--- src/rtl/twr_pkg.sv ---
package twr_pkg;

    localparam int SW_W      = 4;
    localparam int RATIO_W   = 15;
    localparam int TST_W     = 3;
    localparam int LEN_SHORT = 18;
    localparam int LEN_MID   = 19;
    localparam int LEN_LONG  = 27;

    // Control fields, most significant member is the earliest received bit.
    typedef struct packed {
        logic             cp;
        logic [TST_W-1:0] tst;
        logic             rs_a;
        logic             rs_b;
        logic             amp_off;
    } ctrl_t;

    localparam int CTRL_W = $bits(ctrl_t);

endpackage

--- src/rtl/twr_sync.sv ---
module twr_sync #(
    parameter int W      = 1,
    parameter int STAGES = 2
) (
    input  logic         clk,
    input  logic         rst_n,
    input  logic [W-1:0] din,
    output logic [W-1:0] dout
);

    logic [STAGES-1:0][W-1:0] st_d, st_q;

    always_comb begin
        st_d = {st_q[STAGES-2:0], din};
    end

    always_ff @(posedge clk or negedge rst_n) begin
        if (!rst_n) st_q <= '0;
        else        st_q <= st_d;
    end

    assign dout = st_q[STAGES-1];

endmodule

--- src/rtl/twr_shifter.sv ---
module twr_shifter #(
    parameter int SHIFT_W = 19,
    parameter int CNT_W   = 5
) (
    input  logic               clk,
    input  logic               rst_n,
    input  logic               ce_s,
    input  logic               sck_s,
    input  logic               sdi_s,
    output logic               bit_stb,
    output logic               ce_fall,
    output logic [CNT_W-1:0]   cnt,
    output logic [SHIFT_W-1:0] shreg
);

    typedef struct packed {
        logic               ce_prev;
        logic               sck_prev;
        logic [CNT_W-1:0]   cnt;
        logic [SHIFT_W-1:0] sh;
    } sh_state_t;

    sh_state_t st_d, st_q;
    logic      ce_rise;

    always_comb begin
        st_d          = st_q;
        st_d.ce_prev  = ce_s;
        st_d.sck_prev = sck_s;
        ce_rise = ce_s & ~st_q.ce_prev;
        ce_fall = ~ce_s & st_q.ce_prev;
        bit_stb = sck_s & ~st_q.sck_prev & ce_s & st_q.ce_prev;
        if (ce_rise) begin
            st_d.cnt = '0;
            st_d.sh  = '0;
        end else if (bit_stb) begin
            st_d.sh = {st_q.sh[SHIFT_W-2:0], sdi_s};
            if (st_q.cnt != '1) st_d.cnt = st_q.cnt + 1'b1;
        end
    end

    always_ff @(posedge clk or negedge rst_n) begin
        if (!rst_n) st_q <= '0;
        else        st_q <= st_d;
    end

    assign cnt   = st_q.cnt;
    assign shreg = st_q.sh;

    // a new word always starts counting from zero
    p_count_restart_r8: assert property (@(posedge clk) disable iff (!rst_n)
        ce_rise |=> (cnt == '0));

    // the count only moves on a bit clock or a word start
    p_count_quiet_r8: assert property (@(posedge clk) disable iff (!rst_n)
        (!bit_stb && !ce_rise) |=> $stable(cnt));

endmodule

--- src/rtl/tw_word_rx.sv ---
module tw_word_rx #(
    parameter int SW_W      = twr_pkg::SW_W,
    parameter int RATIO_W   = twr_pkg::RATIO_W,
    parameter int TST_W     = twr_pkg::TST_W,
    parameter int LEN_SHORT = twr_pkg::LEN_SHORT,
    parameter int LEN_MID   = twr_pkg::LEN_MID,
    parameter int LEN_LONG  = twr_pkg::LEN_LONG
) (
    input  logic               clk,
    input  logic               rst_n,
    input  logic               ce_in,
    input  logic               sck_in,
    input  logic               sdi_in,
    input  logic               lock_in,
    output logic [SW_W-1:0]    band_sw,
    output logic [RATIO_W-1:0] div_ratio,
    output logic               cp_hi,
    output logic [TST_W-1:0]   test_bits,
    output logic               ref_sel_a,
    output logic               ref_sel_b,
    output logic               amp_off,
    output logic               tune_en,
    output logic               lock_n
);

    import twr_pkg::*;

    localparam int SHIFT_W = LEN_MID;
    localparam int CNT_W   = $clog2(LEN_LONG + 1);
    localparam logic [CNT_W-1:0] CNT_SW    = CNT_W'(SW_W);
    localparam logic [CNT_W-1:0] CNT_FREQ  = CNT_W'(LEN_MID);
    localparam logic [CNT_W-1:0] CNT_SHORT = CNT_W'(LEN_SHORT);
    localparam logic [CNT_W-1:0] CNT_MID   = CNT_W'(LEN_MID);
    localparam logic [CNT_W-1:0] CNT_LONG  = CNT_W'(LEN_LONG);
    localparam ctrl_t CTRL_RST = '{cp: 1'b1, tst: '0, rs_a: 1'b0, rs_b: 1'b0, amp_off: 1'b0};

    logic [3:0]         raw_in, sync_out;
    logic               ce_s, sck_s, sdi_s, lock_s;
    logic               bit_stb, ce_fall;
    logic [CNT_W-1:0]   cnt;
    logic [SHIFT_W-1:0] shreg;

    assign raw_in = {ce_in, sck_in, sdi_in, lock_in};
    assign {ce_s, sck_s, sdi_s, lock_s} = sync_out;

    twr_sync #(.W(4), .STAGES(2)) i_sync (
        .clk   (clk),
        .rst_n (rst_n),
        .din   (raw_in),
        .dout  (sync_out)
    );

    twr_shifter #(.SHIFT_W(SHIFT_W), .CNT_W(CNT_W)) i_shifter (
        .clk     (clk),
        .rst_n   (rst_n),
        .ce_s    (ce_s),
        .sck_s   (sck_s),
        .sdi_s   (sdi_s),
        .bit_stb (bit_stb),
        .ce_fall (ce_fall),
        .cnt     (cnt),
        .shreg   (shreg)
    );

    typedef struct packed {
        logic [SW_W-1:0]    sw;
        logic [RATIO_W-1:0] ratio;
        ctrl_t              ctrl;
        logic               tune;
    } reg_state_t;

    reg_state_t st_d, st_q;

    always_comb begin
        st_d = st_q;
        if (bit_stb) begin
            if (cnt == CNT_SW) st_d.sw = shreg[SW_W-1:0];
            if (cnt == CNT_FREQ) begin
                st_d.ratio = shreg[RATIO_W-1:0];
                st_d.tune  = 1'b1;
            end
        end
        if (ce_fall) begin
            if (cnt == CNT_SHORT) begin
                st_d.ratio = {1'b0, shreg[RATIO_W-2:0]};
                st_d.tune  = 1'b1;
            end else if (cnt == CNT_MID) begin
                st_d.ratio = shreg[RATIO_W-1:0];
                st_d.tune  = 1'b1;
            end else if (cnt == CNT_LONG) begin
                st_d.ctrl = ctrl_t'(shreg[CTRL_W-1:0]);
            end
        end
    end

    always_ff @(posedge clk or negedge rst_n) begin
        if (!rst_n) begin
            st_q.sw    <= '0;
            st_q.ratio <= '0;
            st_q.ctrl  <= CTRL_RST;
            st_q.tune  <= 1'b0;
        end else begin
            st_q <= st_d;
        end
    end

    assign band_sw   = st_q.sw;
    assign div_ratio = st_q.ratio;
    assign cp_hi     = st_q.ctrl.cp;
    assign test_bits = st_q.ctrl.tst;
    assign ref_sel_a = st_q.ctrl.rs_a;
    assign ref_sel_b = st_q.ctrl.rs_b;
    assign amp_off   = st_q.ctrl.amp_off;
    assign tune_en   = st_q.tune;
    assign lock_n    = ~lock_s;

    // switch bits change only right after the fifth bit clock
    p_sw_fifth_edge_r2: assert property (@(posedge clk) disable iff (!rst_n)
        !$stable(st_q.sw) |-> $past(bit_stb && cnt == CNT_SW));

    // control fields change only at the end of a long word
    p_ctrl_long_end_r6: assert property (@(posedge clk) disable iff (!rst_n)
        !$stable(st_q.ctrl) |-> $past(ce_fall && cnt == CNT_LONG));

    // the ratio changes only at its three legal events
    p_ratio_events_r7: assert property (@(posedge clk) disable iff (!rst_n)
        !$stable(st_q.ratio) |-> $past((bit_stb && cnt == CNT_FREQ) ||
                                       (ce_fall && (cnt == CNT_SHORT || cnt == CNT_MID))));

    // a short word leaves the top ratio bit clear
    p_short_top_zero_r3: assert property (@(posedge clk) disable iff (!rst_n)
        $past(ce_fall && cnt == CNT_SHORT) |-> !div_ratio[RATIO_W-1]);

    // the twentieth bit clock copies the held bits into the ratio
    p_ratio_mid_load_r5: assert property (@(posedge clk) disable iff (!rst_n)
        $past(bit_stb && cnt == CNT_FREQ) |-> div_ratio == $past(shreg[RATIO_W-1:0]));

    // once enabled, tuning stays enabled
    p_tune_sticky_r10: assert property (@(posedge clk) disable iff (!rst_n)
        !$fell(tune_en));

endmodule

--- config.mk ---
export PLATFORM = sky130hd
export DESIGN_NAME = tw_word_rx
export DESIGN_NICKNAME = d
export VERILOG_FILES = /design/src/rtl/twr_pkg.sv /design/src/rtl/twr_sync.sv /design/src/rtl/twr_shifter.sv /design/src/rtl/tw_word_rx.sv
export SDC_FILE = /design/constraint.sdc
export NUM_CORES = 1
export LEC_CHECK = 0
export CAP_MARGIN = 5
export CORE_MARGIN = 8
export CORE_UTILIZATION = 57
export DETAILED_ROUTE_END_ITERATION = 6
export HOLD_SLACK_MARGIN = 0.08
export PLACE_DENSITY = 0.85
export SETUP_SLACK_MARGIN = 0.4
export SLEW_MARGIN = 10
export SYNTH_ARGS = -nofsm -noshare
export SYNTH_HDL_FRONTEND = slang
export SYNTH_SLANG_ARGS = --single-unit
--- constraint.sdc ---
create_clock -name clk -period 5.5 [get_ports clk]
set_input_delay 0.825 -clock clk [delete_from_list [all_inputs] [get_ports clk]]
set_output_delay 0.825 -clock clk [all_outputs]
set_load 0.01 [all_outputs]
==> results.sh <==
export IMPL_yosys_area_share_adder_pct=2.17
export IMPL_slowest_stage="o32ai_4"
export IMPL_dieWidth_um=79.6
export IMPL_drt_first_pass_iters=4
export IMPL_clock_sinks=57
export IMPL_pin_count=34
export IMPL_synth_top_cell_by_area="dfrtp_1"
export IMPL_cts_inserted_buffers=9
export IMPL_hold_viol=0
export IMPL_synth_mux_area_share_pct=14.5
export IMPL_grt_max_degree=58
export IMPL_cts_resized=0
export IMPL_r2r_start="i_sync.dout[3]"
export IMPL_cp_start_kind="register"
export IMPL_clkPwrFrac_pct=45.8
export IMPL_swShare_pct=21.8
export IMPL_crit_type="register to register"
export IMPL_yosysUniqueCellTypes=29
export IMPL_async_flop_share_pct=100
export IMPL_outcome="finished clean"
export IMPL_cts_max_level=3
export IMPL_place_ws_ps=2990
export IMPL_p_leak_nw=1.37
export IMPL_drtIter0Drc=109
export IMPL_syn_nets=190
export IMPL_numPortBuffers=33
export IMPL_ant_nets=0
export IMPL_synth_cells=180
export IMPL_num_fill_cells=294
export IMPL_syn_area_sq_um=2300
export IMPL_hold_buffers=0
export IMPL_fmax_mhz=395
export IMPL_met1_length_mm=1.92
export IMPL_drive_above_1_share_pct=21.1
export IMPL_drc=0
export IMPL_vias_per_cell=5.48
export IMPL_end_kind="register"
export IMPL_area_growth_pct=23.8
export IMPL_avgRoutedWirePerCell_um=16.1
export IMPL_p_per_area_nw_per_um2=292
export IMPL_synth_edf_count=0
export IMPL_synth_top_family_by_area="simple AND/OR/NAND/NOR gates"
export IMPL_synthSimpleGateAreaFrac_pct=14.9
export IMPL_yosys_top_cells_count="56 x dfrtp_1, 32 x nand2_1, 20 x nand3_1"
export IMPL_yosysSeqAreaShare_pct=61.9
export IMPL_cp_max_fo=21
export IMPL_fp_dieArea_sq_um=6330
export IMPL_ys_flop_type="dfrtp_1"
export IMPL_post_synth_top_count_cell="dfrtp_1"
export IMPL_clk_pin_slew_ps=60
export IMPL_antenna_found_initial=0
export IMPL_fin_crit_ps=2530
export IMPL_route_vias_total=1497
export IMPL_grt_usage_pct=15.9
export IMPL_finalClockSkew_ps=5.46
export IMPL_reg2reg_to="div_ratio[9]"
export IMPL_maxSlewHeadroom_pct=39.1
export IMPL_tns_ps=0
export IMPL_root_buffer="clkbuf_8"
export IMPL_worst_pin_slew_ps=914
export IMPL_rrSetupSlack_ps=2970
export IMPL_setup_worst_path_end="div_ratio[9]"
export IMPL_synth_compound_area_share_pct=3.80
export IMPL_core_sq_um=3940
export IMPL_initial_core_util_pct=58.5
export IMPL_p_int_mw=0.651
export IMPL_fin_ws_ps=2970
export IMPL_final_cells=273
export IMPL_first_global_vias=1573
export IMPL_crit_required_ps=5720
export IMPL_rows=23
export IMPL_maxCapViolCount=0
export IMPL_synth_top_area_share_pct=60.8
export IMPL_globalRoute_totalOverflow=0
export IMPL_grt_pass1_wl_mm=7.56
export IMPL_finalMaxSlewViolations=0
export IMPL_post_cts_setup_buffer_count=0
export IMPL_crit_arrival_ps=2750
export IMPL_dp_cells=257
export IMPL_wl_met3_um=362
export IMPL_p_total_mw=0.832
export IMPL_wl_met2_mm=2.03
export IMPL_r2r_cells=3
export IMPL_holdWs_ps=350
export IMPL_top_layer_used="met4"
export IMPL_cts_tree="done"
export IMPL_max_stage_delay_ps=820
export IMPL_switching_power_mw=0.181
export IMPL_clockBufferDepth=2
export IMPL_die_h_um=79.6
export IMPL_crit_chain="nand4b_1 -> o32ai_4 -> mux2_2"
export IMPL_dp_hpwl_mm=2.82
export IMPL_clk_latency_ps=330
export IMPL_critPathLaunch="i_sync.dout[3]"
export IMPL_rsz0062_at_grt="no"
export IMPL_place_congestion=0.829
export IMPL_fin_crit_sh_pct=46.0
export IMPL_syn_avg_cell_area_sq_um=12.8
export IMPL_comb_power_share_pct=2.7
export IMPL_ys_ff_latch=57
export IMPL_diodes=0
export IMPL_yosys_warnings=0
export IMPL_nNetsFinal=228
export IMPL_ir_drop_mv=0.228
export IMPL_holdCritPathClass="register to register"
export IMPL_yosys_top_cells_area="dfrtp_1 61%, mux2_2 7.8%, mux2_4 5.9%"
export IMPL_setup_viol=0
export IMPL_finalWirelength_mm=4.41
export IMPL_seqPwrFrac_pct=51.6
export IMPL_synth_xor_area_share_pct=0
[how the worst min path moves through the flow]
| stage | from | to | slack, ps | cells after the start |
|---|---|---|---|---|
| floorplan | i_sync.st_d[4] | i_sync.dout[0] | 330 | 0 |
| finish | i_sync.st_d[6] | i_sync.dout[2] | 350 | 0 |
| CTS | i_sync.st_d[6] | i_sync.dout[2] | 350 | 0 |
| global placement | i_sync.st_d[7] | i_sync.dout[3] | 330 | 0 |
| detailed placement | i_sync.st_d[6] | i_sync.dout[2] | 340 | 0 |
| global route | i_sync.st_d[6] | i_sync.dout[2] | 360 | 0 |
[area by class of cell]
class / instances / area, sq um / share of cell area, %
multi-input combinational: 111 / 816 / 28.6
clock buffer: 11 / 141 / 4.95
tap: 50 / 62.6 / 2.19
clock inverter: 5 / 55.1 / 1.93
inverter: 5 / 18.8 / 0.658
timing repair buffer: 34 / 333 / 11.7
sequential: 57 / 1430 / 50.0
[cells by family (layout without fill, tap and decap cells)]
family | Yosys count | in the layout
buf+inv | 12 | 55
flops | 57 | 57
compound gates | 12 | 12
fa+ha+maj | 4 | 4
simple gates | 68 | 68
mux | 27 | 27
[registers in the layout, indices dropped and copies added, names as in the netlist]
register	count
i_shifter.cnt	5
i_shifter.shreg	15
tune_en	1
ref_sel_a	1
cp_hi	1
i_sync.st_d	4
amp_off	1
band_sw	4
div_ratio	15
i_shifter.st_q	2
i_sync.dout	4
test_bits	3
ref_sel_b	1
[power by group through the flow]
stage / registers [mW] / logic, mW / clock network (mW)
3_5_place_dp: 0.437 / 0.0228 / 0
6_report: 0.429 / 0.0222 / 0.381
4_1_cts: 0.429 / 0.0229 / 0.389
3_3_place_gp: 0.436 / 0.0226 / 0
5_1_grt: 0.430 / 0.0257 / 0.409
2_1_floorplan: 0.435 / 0.00918 / 0
[layout by cell type, fill, tap and decap left out]
master	instances
mux2_4	9
a21oi_1	4
o21ai_0	5
buf_4	1
a211oi_1	1
or2_2	1
clkinv_2	2
o32ai_4	1
and4b_1	1
or3b_4	1
ha_1	4
o31ai_1	1
dfstp_2	1
inv_1	5
dfrtp_1	56
nand4b_1	2
nand2b_1	3
clkinvlp_4	2
nor2b_1	1
and3_1	1
buf_2	1
nor2_1	2
mux2_2	16
or4_1	1
nand2_1	32
mux2i_1	2
and4bb_2	1
clkdlybuf4s50_1	32
bufinv_16	1
nand3b_1	1
or4bb_1	1
clkbuf_8	10
clkbuf_1	1
nand3_1	20
[routing by layer]
metal	GRT usage [%]	up-vias
met5	0	-
met3	7.77	9
met4	7.96	0
li1	-	701
met2	23.4	63
met1	18.8	724
[stage by stage]
stage | instance area, sq um | util (%)
global route | 2850 | 72.4
global placement | 2660 | 67.4
CTS | 2850 | 72.4
finish | 2850 | 72.4
floorplan | 2300 | -
detailed placement | 2660 | 67.4
[worst max-delay path: cells and delay by family (launching register included)]
family          cells  cell delay (ps)
compound gates      1              820
simple gates        1              740
flops               1              440
mux                 1              420
Note: power is estimated with default switching activity, not from simulation.
